<file path="src/rtl/dev_pwr_pkg.sv">
`timescale 1ns/1ps
package dev_pwr_pkg;
  localparam int CODE_W = 3;

  typedef enum logic [CODE_W-1:0] {
    PS_RESET = 3'd0,
    PS_READY = 3'd1,
    PS_M0    = 3'd2,
    PS_M1    = 3'd3,
    PS_M2    = 3'd4,
    PS_M3    = 3'd5
  } pstate_e;

  // Legal host transitions: wake to M0, or suspend to M3.
  function automatic logic req_legal(input pstate_e cur, input logic [CODE_W-1:0] tgt);
    case (tgt)
      3'd2:    return (cur == PS_READY) || (cur == PS_M1) || (cur == PS_M2) || (cur == PS_M3);
      3'd5:    return (cur == PS_M0) || (cur == PS_M1) || (cur == PS_M2);
      default: return 1'b0;
    endcase
  endfunction
endpackage

</file>
<file path="src/rtl/dpc_req_dec.sv">
`timescale 1ns/1ps
module dpc_req_dec
  import dev_pwr_pkg::*;
(
  input  pstate_e            cur,
  input  logic               req_valid,
  input  logic [CODE_W-1:0]  req_state,
  output logic               take,
  output logic               reject,
  output logic               seen
);
  logic open_win;
  logic ok;

  // Requests count only once the register space is open.
  assign open_win = req_valid && (cur != PS_RESET);
  assign ok       = req_legal(cur, req_state);
  assign seen     = open_win;
  assign take     = open_win && ok;
  assign reject   = open_win && !ok;
endmodule

</file>
<file path="src/rtl/dpc_idle_timer.sv">
`timescale 1ns/1ps
module dpc_idle_timer #(
  parameter int TW = 16
) (
  input  logic          clk,
  input  logic          rst_n,
  input  logic          run,
  input  logic          act,
  input  logic          clear,
  input  logic [TW-1:0] limit,
  output logic          expire
);
  logic [TW-1:0] cnt;
  logic          armed;

  assign armed  = (limit != '0);
  assign expire = run && !act && armed && (cnt >= limit - 1'b1);

  always_ff @(posedge clk) begin
    if (!rst_n) begin
      cnt <= '0;
    end else if (clear || !run || act || expire) begin
      cnt <= '0;
    end else if (armed) begin
      cnt <= cnt + 1'b1;
    end
  end
endmodule

</file>
<file path="src/rtl/dpc_fsm.sv">
`timescale 1ns/1ps
module dpc_fsm
  import dev_pwr_pkg::*;
(
  input  logic               clk,
  input  logic               rst_n,
  input  logic               core_ready,
  input  logic               take,
  input  logic               reject,
  input  logic [CODE_W-1:0]  req_state,
  input  logic               link_active,
  input  logic               expire,
  output pstate_e            state,
  output logic               changing,
  output logic               err
);
  pstate_e nxt;

  always_comb begin
    nxt = state;
    if (state == PS_RESET) begin
      if (core_ready) nxt = PS_READY;
    end else if (take) begin
      nxt = pstate_e'(req_state);
    end else if (!reject) begin
      case (state)
        PS_M0:   if (expire) nxt = PS_M1;
        PS_M1: begin
          if (link_active)  nxt = PS_M0;
          else if (expire)  nxt = PS_M2;
        end
        default: nxt = state;
      endcase
    end
  end

  assign changing = (nxt != state);

  always_ff @(posedge clk) begin
    if (!rst_n) begin
      state <= PS_RESET;
      err   <= 1'b0;
    end else begin
      state <= nxt;
      if (reject) err <= 1'b1;
    end
  end
endmodule

</file>
<file path="src/rtl/dev_pwr_ctrl.sv">
`timescale 1ns/1ps
module dev_pwr_ctrl
  import dev_pwr_pkg::*;
#(
  parameter int TW = 16
) (
  input  logic               clk,
  input  logic               rst_n,
  input  logic               core_ready,
  input  logic               req_valid,
  input  logic [CODE_W-1:0]  req_state,
  input  logic               link_active,
  input  logic [TW-1:0]      idle_limit,
  input  logic [TW-1:0]      deep_limit,
  output logic [CODE_W-1:0]  state_code,
  output logic               mmio_en,
  output logic               chan_ok,
  output logic               lp_req,
  output logic               req_err
);
  pstate_e       state;
  logic          take, reject, seen;
  logic          expire, changing;
  logic          run;
  logic [TW-1:0] cur_limit;

  dpc_req_dec u_dec (
    .cur       (state),
    .req_valid (req_valid),
    .req_state (req_state),
    .take      (take),
    .reject    (reject),
    .seen      (seen)
  );

  assign run       = (state == PS_M0) || (state == PS_M1);
  assign cur_limit = (state == PS_M0) ? idle_limit : deep_limit;

  dpc_idle_timer #(.TW(TW)) u_tmr (
    .clk    (clk),
    .rst_n  (rst_n),
    .run    (run),
    .act    (link_active || seen),
    .clear  (changing),
    .limit  (cur_limit),
    .expire (expire)
  );

  dpc_fsm u_fsm (
    .clk         (clk),
    .rst_n       (rst_n),
    .core_ready  (core_ready),
    .take        (take),
    .reject      (reject),
    .req_state   (req_state),
    .link_active (link_active),
    .expire      (expire),
    .state       (state),
    .changing    (changing),
    .err         (req_err)
  );

  assign state_code = state;
  assign mmio_en    = (state != PS_RESET);
  assign chan_ok    = (state == PS_M0);
  assign lp_req     = (state == PS_M2) || (state == PS_M3);
endmodule

</file>
<file path="config.mk">
export PLATFORM = sky130hd
export DESIGN_NAME = dev_pwr_ctrl
export DESIGN_NICKNAME = d
export VERILOG_FILES = /design/src/rtl/dev_pwr_pkg.sv /design/src/rtl/dpc_req_dec.sv /design/src/rtl/dpc_idle_timer.sv /design/src/rtl/dpc_fsm.sv /design/src/rtl/dev_pwr_ctrl.sv
export SDC_FILE = /design/constraint.sdc
export NUM_CORES = 1
export LEC_CHECK = 0
export CAP_MARGIN = 20
export CORE_ASPECT_RATIO = 1.75
export CORE_MARGIN = 2
export CORE_UTILIZATION = 55
export DETAILED_ROUTE_END_ITERATION = 10
export GPL_TIMING_DRIVEN = 0
export PLACE_DENSITY = 0.84
export RECOVER_POWER = 25
export SLEW_MARGIN = 25
export SYNTH_ARGS = -nofsm -noshare
export SYNTH_HDL_FRONTEND = slang
export SYNTH_SLANG_ARGS = --single-unit
</file>
<file path="constraint.sdc">
create_clock -name clk -period 11.6 [get_ports clk]
set_input_delay 2.32 -clock clk [delete_from_list [all_inputs] [get_ports clk]]
set_output_delay 2.32 -clock clk [all_outputs]
set_load 0.005 [all_outputs]
</file>
==> results of run 1 <==
## worst min-delay path by stage
| stage | from | end | slack (ps) |
|---|---|---|---|
| after floorplan | u_tmr.cnt[1] | u_tmr.cnt[1] | 460 |
| after global placement | u_fsm.err | u_fsm.err | 480 |
| after detailed placement | u_fsm.err | u_fsm.err | 490 |
| after CTS | u_tmr.cnt[1] | u_tmr.cnt[1] | 510 |
| after global routing | u_fsm.err | u_fsm.err | 550 |
| final | u_fsm.err | u_fsm.err | 500 |
## power by group through the flow
stage               registers (uW)  logic, uW  clock network (uW)
floorplan                     71.0       15.9                   0
global placement              71.0       36.5                   0
detailed placement            71.0       37.3                   0
CTS                           69.4       37.6                46.1
global route                  69.4       41.1                50.5
finish                        69.4       37.5                45.1
## per-layer routing
metal,wire length (um),GRT usage [%],vias to the layer above
met2,3120,55.3,61
met3,166,1.21,11
met4,143,12.5,0
met5,0,0,-
li1,-,-,1079
met1,2150,27.7,1002
## cells by family after synthesis
family | after synthesis
fa+ha+maj | 18
xor+xnor | 29
compound gates | 49
buf+inv | 16
simple gates | 119
mux | 14
flops | 20
## stage by stage
| step | area (um2) | std cells |
|---|---|---|
| 3_3_place_gp | 2640 | 356 |
| 4_1_cts | 2680 | 359 |
| 6_report | 2680 | 359 |
| 3_5_place_dp | 2640 | 356 |
| 5_1_grt | 2680 | 359 |
| 2_1_floorplan | 2130 | 265 |
## sequential cells by signal, indices dropped and copies added, names as in the netlist
signal	cells
u_fsm.err	1
u_tmr.cnt	16
u_fsm.state	3
## cells in the final DEF, fill, tap and decap left out, drive strengths merged, types with 2 or more instances in the layout
master,n
or3,5
clkbuf,9
or2,3
nand2,16
a21oi,11
dfxtp,20
dlygate4sd3,6
buf,6
nand3,6
o211ai,2
inv,4
xor2,21
xnor2,8
ha,18
nor3,17
and3,7
nand2b,2
nor4,4
o2111ai,2
mux2i,13
a31oi,2
o31ai,2
nand4b,2
nor2,33
nand4,15
or4,3
o21ai,15
nor2b,2
clkdlybuf4s50,39
## critical path, stage by stage
cell and delay (ps):
clkdlybuf4s50_1 450, or4_1 650, nor4_4 490, o21ai_1 190, nor3_1 220, xor2_1 170, mux2i_1 100, ha_1 310
nand4_1 150, or3_1 390, o32ai_1 380, o41ai_2 200, o211ai_2 410, buf_6 210, nor2_1 60
## area by class of cell
cell class / count / area, um2
buffer: 12 / 77.6
inverter: 4 / 15.0
multi-input combinational: 229 / 1630
clock buffer: 3 / 41.3
sequential: 20 / 400
timing repair buffer: 45 / 450
fill: 317 / 988
tap: 46 / 57.6
==> results.md, run 1 <==
- CP Launch Type: primary input
- Psw: 38.8 uW
- Required time of the critical path: approximately 12000 ps
- Mapped Area: approximately 0.0021 mm2
- Die area: ~0.0044 mm2
- Placer's final routability congestion estimate: ~0.83
- Final setup margin: slightly above 5000 ps
- Iteration-0 DRC Markers: 49
- Setup TNS: 0 ps
- DP HPWL: 4490 um
- LEAKAGE: around 0.0010 uW
- Synth Area in Simple Gates: 30.6%
- R2R depth: 20
- Post-CTS setup buffer count: 0
- Number of max-cap violations: 0
- First-pass DRT Iterations: 4
- WP data arrival: roughly 6700 ps
- HP Class: register to register
- Synth Area in Compound Gates: between 10% and 20%
- Cts hold-fix bufs: 0
- Layout cells sized above 1: between 7 and 8%
- Core outline area: approximately 0.0037 mm2
- Main synth FF type: dfxtp_1
- Final wirelength: roughly 5600 um
- Max H-tree Level: 1
- CTS tree: yes
- Reg2reg end: u_tmr.cnt[12]
- Syn Inst Count: around 270
- Power share of the combinational group: roughly a quarter
- Fin util: between 70% and 80%
- DR WL/cell: between 15 and 20 um
- Number of synthesized flops with an enable pin: 0
- Mux share of post-synthesis cell area: under 10%
- Buffers added on ports: 45
- GR Util All Layers: 27.6%
- Synthesized flop and latch total: 20
- RSZ-0062 raised after global routing: false
- Clk_skew: just under 4 ps
- Final Hold Viols: 0
- Period minus WS final: approximately 6500 ps
- Top-area cell type share of the netlist area: about a fifth
- Avg Inst Size Synth: roughly 8 um2
- CP startpoint: idle_limit[0]
- Largest net degree at the start of global routing: 11
- Clock sink count: 20
- FMAX: 0.153 GHz
- Relative slew slack: 54.9%
- Count leader, synth: nor2_1
- DRC: 0
- Post-Syn Nets: roughly 320
- Clock transition at path regs: roughly 70 ps
- Die Y: roughly 86 um
- # resized after CTS: 0
- Worst reg2reg startpoint: u_fsm.state[2]
- Vias in the first global route: between 2000 and 2500
- Hold depth: 2
- Share of flip-flops with an asynchronous set or reset: 0%
- Int Pwr: about 110 uW
- Post-route ant nets: 0
- Worst Max-Slew Pin Slew: between 600 and 700 ps
- Total CTS buffers: 3
- Area grow syn2layout: 25.8%
- Post-synth top cells: nor2_1 (33), xor2_1 (21), dfxtp_1 (20), ha_1 (18), nor3_1 (17)
- Post-synth top area cell: dfxtp_1
- Num rows: 29
- Setup crit end kind: register
- Period utilization: between 50% and 60%
- I/O Pins: between 40 and 50
- Worst Setup EP: u_tmr.cnt[12]
- Overall power: around 150 uW
- Initial antenna violation count: 0
- XOR/XNOR share of the synthesized area: between 10% and 20%
- Setup violations, final: 0
- Via count: ~2200
- Layout Nets: around 370
- Unique cell type count in the Yosys netlist: 56
- Pre-CTS WS: 4790 ps
- Status: finished, final reports clean
- Seq pwr share: a little under half
- CP Max Fanout: 10
- Die W: 51.0 um
- Root buffer selected by CTS: clkbuf_8
- Register area share after synthesis: 18.8%
- Synth area leaders: dfxtp_1 (19%), ha_1 (11%), xor2_1 (8.6%)
- Grt ovf: 0
- Synth Area in Adders: 10.6%
- Max Slew Vio Count: 0
- CP Class: primary input to register
- Ant diodes: 0
- Via/cell ratio: between 5 and 6
- Largest family of logic cells by synthesized area: simple AND/OR/NAND/NOR gates
- Clock Power Share: 29.7%
- Hold_ws: between 500 and 600 ps
- First-pass GRT wire length: 9580 um
- Worst skew pair latency: between 200 and 300 ps
- Peak supply drop: just over 90 uV
- Initial Util: between 50% and 60%
- Largest buffer count on any clock path: 2
- FF-to-FF setup slack: roughly 6200 ps
- Cell area power density: ~57 mW/mm2
- Ys Warns: 0
- Switching part of the total power: 25.6%
(Power assumes the default switching activity.)
==> run 2, diff against run 1 <==
--- a/config.mk
+++ b/config.mk
@@ -8,10 +8,10 @@
 export CAP_MARGIN = 20
 export CORE_ASPECT_RATIO = 1.75
 export CORE_MARGIN = 2
-export CORE_UTILIZATION = 55
+export CORE_UTILIZATION = 46
 export DETAILED_ROUTE_END_ITERATION = 10
 export GPL_TIMING_DRIVEN = 0
-export PLACE_DENSITY = 0.84
+export PLACE_DENSITY = 0.75
 export RECOVER_POWER = 25
 export SLEW_MARGIN = 25
 export SYNTH_ARGS = -nofsm -noshare
==> constraint.sdc (replaced) <==
create_clock -name clk -period 5.5 [get_ports clk]
set_input_delay 1.1 -clock clk [delete_from_list [all_inputs] [get_ports clk]]
set_output_delay 1.1 -clock clk [all_outputs]
set_load 0.005 [all_outputs]
==> run 2 against run 1 <==
Compared with the run above: worst setup slack worse by 4800 ps; global-route usage fell by 6.3 points; critical path depth is 4 higher; combinational power grew 110%; clock-buffer cell count unchanged; die area grew 18%.
==> results.md, run 2 (synthesized netlist as in run 1, its figures left out) <==
- Status: finished, final reports clean
- I/O Pins: 47
- CP Class: register to register
- Period minus WS final: between 5000 and 6000 ps
- GR Util All Layers: between 20% and 30%
- DRC: 0
- Buffers added on ports: 45
- Layout Nets: between 300 and 400
- Initial antenna violation count: 0
- Most common cell after layout, fill and taps aside: clkdlybuf4s50_1
- CP Max Fanout: 10
- Final setup margin: between 200 and 300 ps
- Worst skew pair latency: roughly 260 ps
- CTS tree: yes
- Worst Max-Slew Pin Slew: approximately 700 ps
- Die Y: ~94 um
- Post-DP Area: between 0.002 and 0.003 mm2
- Initial Util: 47.9%
- Cell area power density: 119 mW/mm2
- Via count: 2136
- Setup violations, final: 0
- Placed insts: 361
- DP HPWL: between 4000 and 5000 um
- FMAX: 0.192 GHz
- Largest net degree at the start of global routing: 11
- Period utilization: 94.6%
- Clock transition at path regs: ~70 ps
- Number of max-cap violations: 0
- Most frequent cells in the layout: clkdlybuf4s50_1 (39), nor2_1 (33), xor2_1 (21)
- Reg with most FFs: u_tmr.cnt
- LEAKAGE: between 0.001 and 0.0015 uW
- Layout cells sized above 1: under 10%
- Iteration-0 DRC Markers: slightly below 90
- Clk_skew: between 6 and 7 ps
- Vias in the first global route: between 2000 and 2500
- Fin cells: roughly 370
- Max reg flops: 16
- Top flop regs: u_tmr.cnt: 16 flops, u_fsm.state: 3 flops, u_fsm.err: 1 flops
- Total CTS buffers: 3
- Clock sink count: 20
- Via/cell ratio: 5.85
- Final Hold Viols: 0
- Required time of the critical path: approximately 5600 ps
- Max H-tree Level: 1
- First-pass DRT Iterations: 5
- Setup crit end kind: register
- Pre-CTS WS: 15.2 ps
- Post-route ant nets: 0
- Area grow syn2layout: 27.1%
- Placer's final routability congestion estimate: about 0.85
- Relative slew slack: between 50% and 60%
- Fill cells: roughly 420
- Cts hold-fix bufs: 0
- WP data arrival: 5340 ps
- Core outline area: approximately 0.0044 mm2
- Grt ovf: 0
- Root buffer selected by CTS: clkbuf_8
- Max Slew Vio Count: 0
- Hold_ws: approximately 500 ps
- DR WL/cell: 14.6 um
- Final wirelength: around 5300 um
- First-pass GRT wire length: between 9000 and 10000 um
- Largest buffer count on any clock path: 2
- Setup TNS: 0 ps
- Layout Cell Area excl Fill: between 0.002 and 0.003 mm2
- Num rows: 32
- Ant diodes: 0
- Die W: around 55 um
- Die area: around 0.0052 mm2
- Peak supply drop: 104 uV
- CP Launch Type: register
- HP Class: register to register
[run 2: routing by layer]
layer / global-route usage, % / routed length, um
met1: 21.6 / 2070
met2: 41.4 / 2920
met3: 1.79 / 166
met4: 12.2 / 182
met5: 0 / 0
[run 2: layout make-up]
| class | count | area, um2 | share of cell area (%) |
|---|---|---|---|
| timing repair buffer | 46 | 458 | 16.9 |
| sequential | 20 | 400 | 14.8 |
| buffer | 12 | 82.6 | 3.05 |
| inverter | 4 | 15.0 | 0.555 |
| clock buffer | 3 | 41.3 | 1.53 |
| multi-input combinational | 229 | 1640 | 60.8 |
| tap | 51 | 63.8 | 2.36 |
[run 2: final timing paths]
| path | startpoint | end | slack (ps) | depth (start not counted) |
|---|---|---|---|---|
| max | u_fsm.state[2] | u_fsm.state[0] | 300 | 19 |
| min | u_fsm.err | u_fsm.err | 500 | 2 |
| max reg2reg | u_fsm.state[2] | u_fsm.state[0] | 300 | 19 |
| min reg2reg | u_fsm.err | u_fsm.err | 500 | 2 |
[run 2: power by group]
group          internal, uW  total, uW  switching (uW)  leakage, uW
clock                  48.8       95.6            46.8    0.0000216
combinational          43.7       78.7            35.1     0.000843
sequential              146        146           0.567     0.000161
total                   238        321            82.4      0.00103
[run 2: repair_timing]
item,4_1_cts,5_1_grt
gates resized for setup,0,3
setup endpoints to repair,0,16
setup buffers,0,1
[run 2: per-stage QoR]
stage          util, %  total power [uW]
2_1_floorplan        -               183
3_3_place_gp      59.4               227
5_1_grt           60.8               335
6_report          60.8               321
4_1_cts           60.4               322
3_5_place_dp      59.4               228
[run 2: worst max-delay path, cell delays in order (launching register included)]
cell,delay (ps)
dfxtp_1,330
buf_6,130
or3b_1,380
buf_6,160
inv_2,130
clkbuf_4,240
clkbuf_4,260
mux2i_1,300
ha_1,260
o2111ai_2,240
nor4_4,380
o21ai_1,130
xnor2_1,160
ha_1,320
nand4_1,160
or3_1,400
o32ai_1,330
o41ai_2,190
o2111a_1,300
a311o_1,280
==> run 3, diff against run 2 <==
--- a/config.mk
+++ b/config.mk
@@ -13,6 +13,7 @@
 export GPL_TIMING_DRIVEN = 0
 export PLACE_DENSITY = 0.75
 export RECOVER_POWER = 25
+export SETUP_SLACK_MARGIN = 0.05
 export SLEW_MARGIN = 25
 export SYNTH_ARGS = -nofsm -noshare
 export SYNTH_HDL_FRONTEND = slang
==> run 3 against run 2 <==
Compared with the run above: register-to-register slack better by 100 ps; final area is 0.42% higher; combinational power is 0.8% higher; clock skew is 0.73 ps higher; first-iteration DRC count is 5.7% lower; utilization is 0.25 points higher; global-route usage stayed put; sequential power hardly changed; largest cell class unchanged.
==> results.md, run 3 (synthesized netlist as in run 1, its figures left out) <==
- Status: finished, final reports clean
- Die Y: ~94 um
- DR WL/cell: ~15 um
- Max H-tree Level: 1
- Iteration-0 DRC Markers: 82
- Final Hold Viols: 0
- Number of max-cap violations: 0
- Grt ovf: 0
- Setup TNS: 0 ps
- DP HPWL: 4330 um
- Core outline area: 0.00444 mm2
- Layout Nets: about 370
- Max reg flops: 16
- Via/cell ratio: between 5 and 6
- Register Area: ~400 um2
- Clock transition at path regs: around 70 ps
- Die area: ~0.0052 mm2
- Vias in the first global route: between 2000 and 2500
- Total CTS buffers: 3
- Relative slew slack: a little over half
- Most common cell after layout, fill and taps aside: clkdlybuf4s50_1
- Area grow syn2layout: 27.6%
- Worst Max-Slew Pin Slew: 696 ps
- RSZ-0062 raised after global routing: false
- CP Max Fanout: 10
- Initial Util: between 40% and 50%
- Root buffer selected by CTS: clkbuf_8
- Worst skew pair latency: ~260 ps
- DRC: 0
- Post-route ant nets: 0
- First-pass GRT wire length: just over 9000 um
- WP data arrival: ~5200 ps
- HP Class: register to register
- Buffers added on ports: between 40 and 50
- Num rows: 32
- Multi-input gate area: roughly 0.0017 mm2
- CTS tree: yes
- Largest net degree at the start of global routing: 11
- CP Launch Type: register
- Largest buffer count on any clock path: 2
- Cell area power density: 118 mW/mm2
- Peak supply drop: around 100 uV
- Cts hold-fix bufs: 0
- Overall power: 321 uW
- Via count: about 2100
- Placer's final routability congestion estimate: 0.845
- Initial antenna violation count: 0
- Fill cells: around 420
- Ant diodes: 0
- Clock sink count: 20
- Max Slew Vio Count: 0
- GR Util All Layers: between 20% and 30%
- FMAX: between 0.15 and 0.2 GHz
- Clk_skew: slightly above 7 ps
- Final wirelength: between 5000 and 6000 um
- Required time of the critical path: approximately 5600 ps
- LEAKAGE: ~0.0010 uW
- First-pass DRT Iterations: 4
- I/O Pins: 47
- Setup crit end kind: register
- Top flop regs: u_tmr.cnt: 16 flops, u_fsm.state: 3 flops, u_fsm.err: 1 flops
- CP Class: register to register
- Layout cells sized above 1: 8.60%
- Die W: 55.4 um
- Reg with most FFs: u_tmr.cnt
- Period minus WS final: between 5000 and 6000 ps
- Most frequent cells in the layout: clkdlybuf4s50_1 (39), nor2_1 (33), xor2_1 (21)
- Fin util: roughly 61%
- Setup violations, final: 0
- Period utilization: between 90% and 100%
## run 3: cell types whose count changed in the layout (fill, tap and decap cells not counted)
cell,before,now
mux2i_1,12,11
mux2i_2,0,1
o32ai_1,1,0
o32ai_2,0,1
## run 3: metal layers
layer  GRT usage [%]  vias to the layer above  routed length [um]
met5               0                        -                   0
met3            1.79                       14                 159
met2            41.4                       53                2920
met1            21.6                      986                2100
li1                -                     1083                   -
met4            12.2                        0                 181
## run 3: repair_timing
action / in CTS / in global routing
gates resized for setup: 0 / 5
setup buffers: 0 / 1
setup endpoints to repair: 0 / 16
## run 3: final timing paths
path                  start        endpoint  slack, ps  depth (start not counted)
min               u_fsm.err       u_fsm.err        500                          2
min reg2reg       u_fsm.err       u_fsm.err        500                          2
max reg2reg  u_fsm.state[2]  u_fsm.state[0]        400                         19
max          u_fsm.state[2]  u_fsm.state[0]        400                         19
## run 3: final cells by class
| type | count | share of cell area [%] |
|---|---|---|
| inverter | 4 | 0.553 |
| sequential | 20 | 14.7 |
| clock buffer | 3 | 1.52 |
| tap | 51 | 2.35 |
| multi-input combinational | 229 | 60.9 |
| timing repair buffer | 46 | 16.9 |
| buffer | 12 | 3.04 |
## run 3: critical path, stage by stage, from the launching register on
cell and delay [ps]:
dfxtp_1 330, buf_6 130, or3b_1 380, buf_6 160, inv_2 130, clkbuf_4 240, clkbuf_4 260, mux2i_2 280
ha_1 250, o2111ai_2 240, nor4_4 380, o21ai_1 130, xnor2_1 160, ha_1 320, nand4_1 170, or3_1 420
o32ai_2 250, o41ai_2 170, o2111a_1 300, a311o_1 280
## run 3: power breakdown
group | total (uW) | switching [uW] | internal, uW
Combinational | 79.3 | 35.5 | 43.8
Sequential | 146 | 0.567 | 146
Clock | 95.5 | 46.7 | 48.8
## run 3: metrics by stage
stage                     instances  cell area (um2)  hold WS, ps  worst slack (ps)
after floorplan                 265             2130          461               938
after global placement          361             2640          480              61.1
after detailed placement        361             2640          487              15.2
after CTS                       364             2680          508              81.4
after global routing            365             2720          541               115
final                           365             2720          497               397
